==> config.mk <==
export PLATFORM = sky130hd
export DESIGN_NAME = hpt_walker
export DESIGN_NICKNAME = d
export VERILOG_FILES = /design/src/rtl/hpt_pkg.sv /design/src/rtl/hpt_hash.sv /design/src/rtl/hpt_perm.sv /design/src/rtl/hpt_walker.sv
export SDC_FILE = /design/constraint.sdc
export NUM_CORES = 1
export LEC_CHECK = 0
export ABC_AREA = 1
export BUFFER_PORTS_ARGS = -buffer_cell sky130_fd_sc_hd__buf_4
export CORE_MARGIN = 8
export CORE_UTILIZATION = 35
export CTS_CLUSTER_SIZE = 12
export DETAILED_ROUTE_END_ITERATION = 8
export GPL_TIMING_DRIVEN = 0
export HOLD_SLACK_MARGIN = 0.05
export SYNTH_ARGS = -nofsm -noshare
export SYNTH_HDL_FRONTEND = slang
export SYNTH_SLANG_ARGS = --single-unit
export TNS_END_PERCENT = 10
==> constraint.sdc <==
create_clock -name clk -period 9.6 [get_ports clk]
set_clock_uncertainty 0.2 [all_clocks]
set_input_delay 0.48 -clock clk [delete_from_list [all_inputs] [get_ports clk]]
set_output_delay 0.48 -clock clk [all_outputs]
set_load 0.1 [all_outputs]
==> src/rtl/hpt_pkg.sv <==
`timescale 1ns/1ps
package hpt_pkg;
    localparam int ENTRY_BYTES  = 8;
    localparam int ENTRY_SHIFT  = 3;
    localparam int PAGE_BITS    = 12;
    localparam int VSID_W       = 24;
    localparam int PIDX_W       = 16;
    localparam int API_W        = 6;

    localparam int SEG_KEY_SUP  = 30;
    localparam int SEG_KEY_USR  = 29;
    localparam int SEG_NOEXEC   = 28;

    localparam int W0_VALID     = 31;
    localparam int W0_HSEL      = 6;
    localparam int W1_REF       = 8;
    localparam int W1_CHG       = 7;

    localparam logic [31:0] CODE_MISS_RD  = 32'h4000_0000;
    localparam logic [31:0] CODE_MISS_WR  = 32'h4200_0000;
    localparam logic [31:0] CODE_PROT_RD  = 32'h0800_0000;
    localparam logic [31:0] CODE_PROT_WR  = 32'h0A00_0000;

    typedef enum logic [1:0] {
        ACC_LOAD  = 2'd0,
        ACC_STORE = 2'd1,
        ACC_FETCH = 2'd2
    } acc_e;

    typedef struct packed {
        logic rd;
        logic wr;
        logic ex;
    } perm_t;

    function automatic perm_t pp_grant(input logic key, input logic [1:0] pp,
                                       input logic nx);
        perm_t g;
        g.ex = ~nx;
        if (!key) begin
            g.rd = 1'b1;
            g.wr = (pp != 2'd3);
        end else begin
            g.rd = (pp != 2'd0);
            g.wr = (pp == 2'd2);
        end
        return g;
    endfunction

    function automatic logic [31:0] fault_code(input acc_e kind, input logic miss);
        if (miss) return (kind == ACC_STORE) ? CODE_MISS_WR : CODE_MISS_RD;
        return (kind == ACC_STORE) ? CODE_PROT_WR : CODE_PROT_RD;
    endfunction
endpackage

==> src/rtl/hpt_hash.sv <==
`timescale 1ns/1ps
module hpt_hash
    import hpt_pkg::*;
#(
    parameter int GROUP_SHIFT = 6
) (
    input  logic [VSID_W-1:0]       vsid,
    input  logic [PIDX_W-1:0]       pidx,
    input  logic [31:0]             tbl_base,
    input  logic [31:0]             tbl_mask,
    input  logic                    second,
    output logic [31:0]             grp_addr,
    output logic [VSID_W+API_W-1:0] cmp_key
);
    logic [31:0] hash;
    logic [31:0] hsel;

    always_comb begin
        hash     = {{(32-VSID_W){1'b0}}, vsid} ^ {{(32-PIDX_W){1'b0}}, pidx};
        hsel     = second ? ~hash : hash;
        grp_addr = tbl_base | ((hsel << GROUP_SHIFT) & tbl_mask);
        cmp_key  = {vsid, pidx[PIDX_W-1 -: API_W]};
    end
endmodule

==> src/rtl/hpt_perm.sv <==
`timescale 1ns/1ps
module hpt_perm
    import hpt_pkg::*;
(
    input  logic       key_usr,
    input  logic       key_sup,
    input  logic       no_exec,
    input  logic       user,
    input  logic [1:0] pp,
    input  acc_e       kind,
    output perm_t      grant,
    output logic       deny
);
    always_comb begin
        grant = pp_grant(user ? key_usr : key_sup, pp, no_exec);
        unique case (kind)
            ACC_STORE: deny = ~grant.wr;
            ACC_FETCH: deny = ~grant.ex;
            default:   deny = ~grant.rd;
        endcase
    end
endmodule

==> src/rtl/hpt_walker.sv <==
`timescale 1ns/1ps
module hpt_walker
    import hpt_pkg::*;
#(
    parameter int GROUP_ENTRIES = 8
) (
    input  logic        clk,
    input  logic        rst,
    input  logic        req_valid,
    input  logic [31:0] req_ea,
    input  logic [31:0] req_seg,
    input  logic [1:0]  req_kind,
    input  logic        req_user,
    input  logic [31:0] tbl_base,
    input  logic [31:0] tbl_mask,
    output logic        busy,
    output logic        mem_req,
    output logic        mem_we,
    output logic [31:0] mem_addr,
    output logic [7:0]  mem_wdata,
    input  logic        mem_ack,
    input  logic [31:0] mem_rdata,
    output logic        resp_valid,
    output logic        resp_fault,
    output logic [31:0] resp_syndrome,
    output logic [31:0] resp_pa,
    output logic        resp_rd,
    output logic        resp_wr,
    output logic        resp_ex
);
    localparam int SLOT_W      = (GROUP_ENTRIES > 1) ? $clog2(GROUP_ENTRIES) : 1;
    localparam int GROUP_SHIFT = $clog2(GROUP_ENTRIES * ENTRY_BYTES);
    localparam logic [SLOT_W-1:0] LAST_SLOT = SLOT_W'(GROUP_ENTRIES - 1);

    typedef enum logic [2:0] {S_IDLE, S_TAG, S_DATA, S_SETR, S_SETC} st_e;

    st_e                     st;
    logic [VSID_W-1:0]       vsid_q;
    logic [PIDX_W-1:0]       pidx_q;
    logic [PAGE_BITS-1:0]    off_q;
    logic                    ks_q, ku_q, nx_q, user_q, pass_q;
    acc_e                    kind_q;
    logic [31:0]             base_q, mask_q, w1_q;
    logic [SLOT_W-1:0]       slot_q;
    perm_t                   perm_q, resp_perm, grant, grant_adj;
    logic                    deny, tag_hit;
    logic [31:0]             grp_addr, entry_addr;
    logic [VSID_W+API_W-1:0] cmp_key;

    hpt_hash #(.GROUP_SHIFT(GROUP_SHIFT)) u_hash (
        .vsid(vsid_q), .pidx(pidx_q), .tbl_base(base_q), .tbl_mask(mask_q),
        .second(pass_q), .grp_addr(grp_addr), .cmp_key(cmp_key)
    );

    hpt_perm u_perm (
        .key_usr(ku_q), .key_sup(ks_q), .no_exec(nx_q), .user(user_q),
        .pp(mem_rdata[1:0]), .kind(kind_q), .grant(grant), .deny(deny)
    );

    always_comb begin
        entry_addr = grp_addr + ({{(32-SLOT_W){1'b0}}, slot_q} << ENTRY_SHIFT);
        tag_hit    = mem_rdata[W0_VALID] && (mem_rdata[W0_HSEL] == pass_q) &&
                     ({mem_rdata[30:7], mem_rdata[5:0]} == cmp_key);
        grant_adj    = grant;
        grant_adj.wr = grant.wr & (mem_rdata[W1_CHG] | (kind_q == ACC_STORE));
        busy       = (st != S_IDLE);
        mem_req    = (st != S_IDLE);
        mem_we     = (st == S_SETR) || (st == S_SETC);
        unique case (st)
            S_DATA:  begin mem_addr = entry_addr + 32'd4; mem_wdata = 8'h00; end
            S_SETR:  begin mem_addr = entry_addr + 32'd6; mem_wdata = w1_q[15:8] | 8'h01; end
            S_SETC:  begin mem_addr = entry_addr + 32'd7; mem_wdata = w1_q[7:0]  | 8'h80; end
            default: begin mem_addr = entry_addr;         mem_wdata = 8'h00; end
        endcase
        resp_rd = resp_perm.rd;
        resp_wr = resp_perm.wr;
        resp_ex = resp_perm.ex;
    end

    always_ff @(posedge clk) begin
        if (rst) begin
            st            <= S_IDLE;
            resp_valid    <= 1'b0;
            resp_fault    <= 1'b0;
            resp_syndrome <= '0;
            resp_pa       <= '0;
            resp_perm     <= '0;
            vsid_q <= '0; pidx_q <= '0; off_q <= '0;
            ks_q <= 1'b0; ku_q <= 1'b0; nx_q <= 1'b0; user_q <= 1'b0;
            kind_q <= ACC_LOAD; base_q <= '0; mask_q <= '0;
            pass_q <= 1'b0; slot_q <= '0; w1_q <= '0; perm_q <= '0;
        end else begin
            resp_valid <= 1'b0;
            unique case (st)
                S_IDLE: if (req_valid) begin
                    vsid_q <= req_seg[VSID_W-1:0];
                    ks_q   <= req_seg[SEG_KEY_SUP];
                    ku_q   <= req_seg[SEG_KEY_USR];
                    nx_q   <= req_seg[SEG_NOEXEC];
                    pidx_q <= req_ea[PAGE_BITS+PIDX_W-1:PAGE_BITS];
                    off_q  <= req_ea[PAGE_BITS-1:0];
                    kind_q <= acc_e'(req_kind);
                    user_q <= req_user;
                    base_q <= tbl_base;
                    mask_q <= tbl_mask;
                    pass_q <= 1'b0;
                    slot_q <= '0;
                    st     <= S_TAG;
                end
                S_TAG: if (mem_ack) begin
                    if (tag_hit) begin
                        st <= S_DATA;
                    end else if (slot_q != LAST_SLOT) begin
                        slot_q <= slot_q + 1'b1;
                    end else if (!pass_q) begin
                        pass_q <= 1'b1;
                        slot_q <= '0;
                    end else begin
                        resp_valid    <= 1'b1;
                        resp_fault    <= 1'b1;
                        resp_syndrome <= fault_code(kind_q, 1'b1);
                        resp_pa       <= '0;
                        resp_perm     <= '0;
                        st            <= S_IDLE;
                    end
                end
                S_DATA: if (mem_ack) begin
                    w1_q   <= mem_rdata;
                    perm_q <= grant_adj;
                    if (deny) begin
                        resp_valid    <= 1'b1;
                        resp_fault    <= 1'b1;
                        resp_syndrome <= fault_code(kind_q, 1'b0);
                        resp_pa       <= '0;
                        resp_perm     <= '0;
                        st            <= S_IDLE;
                    end else if (!mem_rdata[W1_REF]) begin
                        st <= S_SETR;
                    end else if (!mem_rdata[W1_CHG] && kind_q == ACC_STORE) begin
                        st <= S_SETC;
                    end else begin
                        resp_valid    <= 1'b1;
                        resp_fault    <= 1'b0;
                        resp_syndrome <= '0;
                        resp_pa       <= {mem_rdata[31:PAGE_BITS], off_q};
                        resp_perm     <= grant_adj;
                        st            <= S_IDLE;
                    end
                end
                S_SETR: if (mem_ack) begin
                    if (!w1_q[W1_CHG] && kind_q == ACC_STORE) begin
                        st <= S_SETC;
                    end else begin
                        resp_valid    <= 1'b1;
                        resp_fault    <= 1'b0;
                        resp_syndrome <= '0;
                        resp_pa       <= {w1_q[31:PAGE_BITS], off_q};
                        resp_perm     <= perm_q;
                        st            <= S_IDLE;
                    end
                end
                S_SETC: if (mem_ack) begin
                    resp_valid    <= 1'b1;
                    resp_fault    <= 1'b0;
                    resp_syndrome <= '0;
                    resp_pa       <= {w1_q[31:PAGE_BITS], off_q};
                    resp_perm     <= perm_q;
                    st            <= S_IDLE;
                end
                default: st <= S_IDLE;
            endcase
        end
    end
endmodule

Word-level counts from Yosys, hierarchy flattened:

Cells that the tools add are included.

* register bits after elaboration: 233
* bits in latches: 0
* bits in writable memories: 0
* memory bits (read-only): 0
* input port bits: 167
* output and inout bits: 112
* word-level logic and storage cells: 174
* memories: 0

* $add $sub $neg: 5
* multiply operators: 0
* divide/modulo/power cells: 0
* $lt $le $gt $ge: 0
* equality and inequality tests: 25
* shifts and indexed selects: 0
* multiplexer cells: 93
* bitwise operators: 9
* reduce and logical (&&, ||, !) cells: 18

Operator list (count)
* $mux W32: 22
* $pmux W32 S4: 2
* $add A32 B3 Y32 const B: 3
* $pmux W32 S3: 1
* $mux W26: 3
* $mux W3: 26
* $add A32 B6 Y32: 1
* $and A32 B32 Y32: 1
* $or A32 B32 Y32: 1
* $mux W31: 1
* $eq A30 B30 Y1: 1
* $mux W1: 29
* $not A26 Y26: 1
* $xor A24 B16 Y24: 1
* $ne A2 B2 Y1 const B: 10
* $ne A3 B3 Y1 const B: 6
* $pmux W8 S2: 1
* $pmux W3 S5: 1
* $pmux W3 S4: 1
* $reduce_and A11 Y1: 1
* $reduce_and A5 Y1: 2
* $pmux W1 S4: 2
* $reduce_and A7 Y1: 1
* $eq A3 B2 Y1 const B: 2
* 20 further kinds: 30

Depth between registers and ports, before layout:

* depth after elaboration: 13
* gate-level depth with buffers: 23
* mapped depth without buffers: 22

Hierarchy:

Synthesis repeated with hierarchy kept, for this count alone.

* cell total of the unflattened synthesis: 2180
* area, all modules: 13704.4 um^2

Modules (own cells, without submodules)
* hpt_walker: times used 1, cells each 1923, area each 12371.9 um^2, seq. area each 4063.9 um^2
* hpt_hash: times used 1, cells each 236, area each 1211.2 um^2, seq. area each 0.0 um^2
* hpt_perm: times used 1, cells each 21, area each 121.4 um^2, seq. area each 0.0 um^2

Least setup slack after synthesis:

No wires, ideal clock.

* path type: flip-flop to output port
* from: register slot_q[0]
* to: output port mem_addr[13]
* arrival time: 3929 ps
* data required time: 8920 ps
* path slack: 4991 ps
* cell stages (with the launch flop): 16
* buffers on the path: 0
* cells stage by stage: dfxtp_1 > ha_1 > inv_1 > fa_1 > o21ai_0 > nand2_4 > nor2_8 > nand2_4 > nand2_1 > nand2_2 > nor2_1 > nand2_1 > nor2_2 > nand2_1 > xor2_1 > o2111ai_1

* word-level cells in the longest chain between the ends: 3
* elaborated cells between the ends (all ways): 5
* classes of those cells: add/sub: 4; mux: 1

RTL lines
* start: declaration: line hpt_walker.sv:44 `logic [SLOT_W-1:0] slot_q;`
* start signal: assignment: line hpt_walker.sv:114 `slot_q <= slot_q + 1'b1;`
* $add A32 B6 Y32 *: line hpt_walker.sv:61 `entry_addr = grp_addr + ({{(32-SLOT_W){1'b0}}, slot_q} << ENTRY_SHIFT);`
* $add A32 B3 Y32 (on tied branches): line hpt_walker.sv:72, hpt_walker.sv:70, hpt_walker.sv:71
* $pmux W32 S3 *: line hpt_walker.sv:69 `unique case (st)`
* end: declaration: line hpt_walker.sv:19 `output logic [31:0] mem_addr,`

Every way passes the cells marked *; elsewhere a longest branch is shown, timed or not.

Final worst setup path:

* from: register slot_q[0]
* to: output port mem_addr[12]

Same word-level chain as after synthesis.

==> results.py <==
metrics = {
    "run_status": {
        "status": "finished clean",
    },
    "worst_setup_path": {
        "crit_family": "simple AND/OR/NAND/NOR gates",
        "worstPathCellList": "ha_1 -> inv_1 -> fa_1 -> o21ai_0 -> nand2_4 -> xnor2_2 -> nand2_1 -> nor2_1 -> inv_1 -> nor2_1 -> o21ai_0 -> a21oi_1 -> nor3_1 -> o21ai_0 -> buf_4",
        "crit_slowest_cell": "o21ai_0",
        "cp_max_fo": 6,
        "critPathKind": "flip-flop to output port",
        "crit_arrival_ns": 4.58,
        "cp-end-kind": "output port",
        "max_stage_delay_ns": 0.64,
        "crit_top_cell": "o21ai_0",
        "cp.buffers_inverters": 3,
        "required_ns": 8.92,
        "cp-start-kind": "flip-flop",
    },
    "job": {
        "maxCapViolCount": 0,
    },
    "grt": {
        "grt-ovfl-total": 0,
        "antenna_found_initial": 1,
        "grt_pass1_wl_um": 80200,
        "grt_usage": 0.248,
        "grt_max_degree": 18,
        "first_global_vias": 13600,
    },
    "logic_synthesis": {
        "synth_area_leaders": "dfxtp_1 (32%), nand2_1 (13%), nand3_1 (8.1%), o21ai_0 (7.6%), a21oi_1 (7.5%)",
        "synth_cell_types": 53,
        "synth-seq-area-share": 0.317,
        "ys_warn_count": 0,
        "syn_area_per_cell_um2": 6.43,
        "synthesis.area_um2": 12400,
        "yosys.area.top_type": "dfxtp_1",
        "synthCells": 1936,
        "synth_top_area_share": 0.317,
        "ys_ff_latch": 197,
    },
    "floorplan": {
        "die_w_um": 205,
        "die_y_um": 205,
        "start_util": 0.352,
        "die-area_um2": 41800,
        "io_pins": 279,
        "core-area_um2": 35300,
        "num_rows": 69,
    },
    "cts": {
        "cts_buffer_depth": 2,
        "clock_sinks": 197,
        "clk_pin_slew_worst_paths_ns": 0.08,
        "clock_latency_ns": 0.44,
        "cts-root-buf": "clkbuf_16",
        "cts_tree": "done",
        "cts_resized": 0,
        "cts.htree.levels": 4,
        "postCtsHoldBufs": 0,
        "numCtsBuffers": 17,
        "cts_setup_buffers": 0,
    },
    "sta": {
        "max_freq_ghz": 0.190,
        "finalCritPeriodShare": 0.548,
        "setup_tns_ns": 0,
        "finalCriticalPeriod_ns": 5.26,
        "final-setup-viol-count": 0,
        "tightest_slew_ns": 1.02,
        "drv_slew": 0,
        "finalHoldViolCount": 0,
        "slew_headroom": 0.317,
        "rsz0062_at_grt": "no",
    },
    "power": {
        "clockPowerShare": 0.283,
        "swShare": 0.426,
        "power_switching_mw": 1.19,
        "power.density_nw_per_um2": 179,
        "p_int_mw": 1.60,
        "irDropWorstVdd_mv": 0.139,
        "p_seq_frac": 0.335,
        "combPwrFrac": 0.381,
        "p_leak_nw": 6.86,
    },
    "placed_design": {
        "place.gp.congestion": 0.976,
        "port-buffer-count": 233,
        "dpl_cell_area_um2": 14900,
        "dp_hpwl_um": 43600,
    },
    "final_layout": {
        "fin_nets": 2396,
        "final_cell_mix": "nand2_1 (420), buf_4 (263), inv_1 (202), nand3_1 (201), dfxtp_1 (197)",
        "diodes": 0,
        "fillers": 3722,
        "post_route_cells_drive_above_1_share": 0.187,
        "areaGrowthSynthToFinish_pct": 24.7,
        "final_area_um2": 15500,
        "layout_commonest_cell": "nand2_1",
    },
    "detailed_routing": {
        "dr_total_vias": 14200,
        "drt-pass1-iter-count": 6,
        "routed_wl_um": 53800,
        "wire_per_inst_um": 20.0,
        "antenna_left": 0,
        "drt_iter0_markers": 1335,
        "route.detailed.drc": 0,
        "vias_per_cell": 5.29,
    },
    "min_path": {
        "hold_path.class": "primary input to flip-flop",
    },
}
## sequential cells by signal, summed over array words and instances (netlist names), 2 cells and up
signal,flops
base_q,32
kind_q,2
mask_q,26
off_q,12
perm_q,3
pidx_q,16
resp_pa,32
resp_syndrome,3
slot_q,3
st,3
vsid_q,24
w1_q,31
## cell families after synthesis
logic type	after synthesis	synth area share
AND/OR/NAND/NOR	916	0.341
AO/OA/AOI/OAI	453	0.199
buffers and inverters	342	0.118
flip-flops	197	0.317
XOR/XNOR	14	0.0111
adder cells (fa/ha/maj)	13	0.0137
other	1	0.000301
## power groups by stage
stage | clock network, mW | registers [mW] | logic (mW)
detailed placement | 0 | 0.949 | 1.05
CTS | 0.795 | 0.931 | 1.05
global route | 0.830 | 0.940 | 1.13
global placement | 0 | 0.948 | 1.04
floorplan | 0 | 1.03 | 0.663
finish | 0.788 | 0.933 | 1.06
## worst paths after layout
path | to | startpoint | slack [ns] | cells after the start
max | mem_addr[12] | slot_q[0] | 4.34 | 15
min | w1_q[21] | mem_rdata[21] | 0.10 | 3
max reg2reg | resp_pa[25] | st[1] | 5.75 | 13
min reg2reg | mask_q[31] | mask_q[31] | 0.25 | 2
## per-stage QoR
| stage | hold slack [ns] | power (mW) | utilization | cells | setup WS (ns) |
|---|---|---|---|---|---|
| finish | 0.101 | 2.78 | 0.439 | 2690 | 4.34 |
| global route | 0.104 | 2.90 | 0.439 | 2690 | 4.05 |
| CTS | 0.0906 | 2.78 | 0.439 | 2690 | 4.33 |
| detailed placement | 0.241 | 2.00 | 0.421 | 2658 | 4.84 |
| global placement | 0.236 | 1.99 | 0.421 | 2658 | 4.85 |
| floorplan | 0.223 | 1.69 | - | 1964 | 4.99 |
## Yosys cell counts, drive strengths merged
library cell  number
nand2            458
inv              221
nand3            209
dfxtp            197
o21ai            197
a21oi            186
nor2             185
clkbuf            77
nand4             46
buf               42
a221oi            23
ha                12
o22ai             11
o2111ai           10
xor2               9
nor3               8
o211ai             6
o21bai             5
xnor2              5
a211oi             4
a31oi              4
a22o               3
nand3b             3
nor4               3
clkinv             2
or2                2
a22oi              1
a311oi             1
and2               1
conb               1
fa                 1
nor3b              1
o221ai             1
o32ai              1
## per-layer routing
layer | global-route usage | part of all wire
met1 | 0.318 | 0.43
met2 | 0.413 | 0.47
met3 | 0.0421 | 0.069
met4 | 0.0944 | 0.035
met5 | 0 | 0
## worst min-delay path: cells and delay by family
kind	cells	cell delay, ns
compound gates	1	0.05
buf+inv	2	0.17
## layout make-up
class | count | area [um2] | share of cell area
buffer | 119 | 623 | 0.0402
clock inverter | 13 | 193 | 0.0124
tap | 461 | 577 | 0.0372
clock buffer | 19 | 443 | 0.0286
timing repair buffer | 233 | 1750 | 0.113
sequential | 197 | 3940 | 0.254
multi-input combinational | 1425 | 7130 | 0.460
inverter | 223 | 845 | 0.0545
No activity file was read; power rests on OpenSTA's default activity.
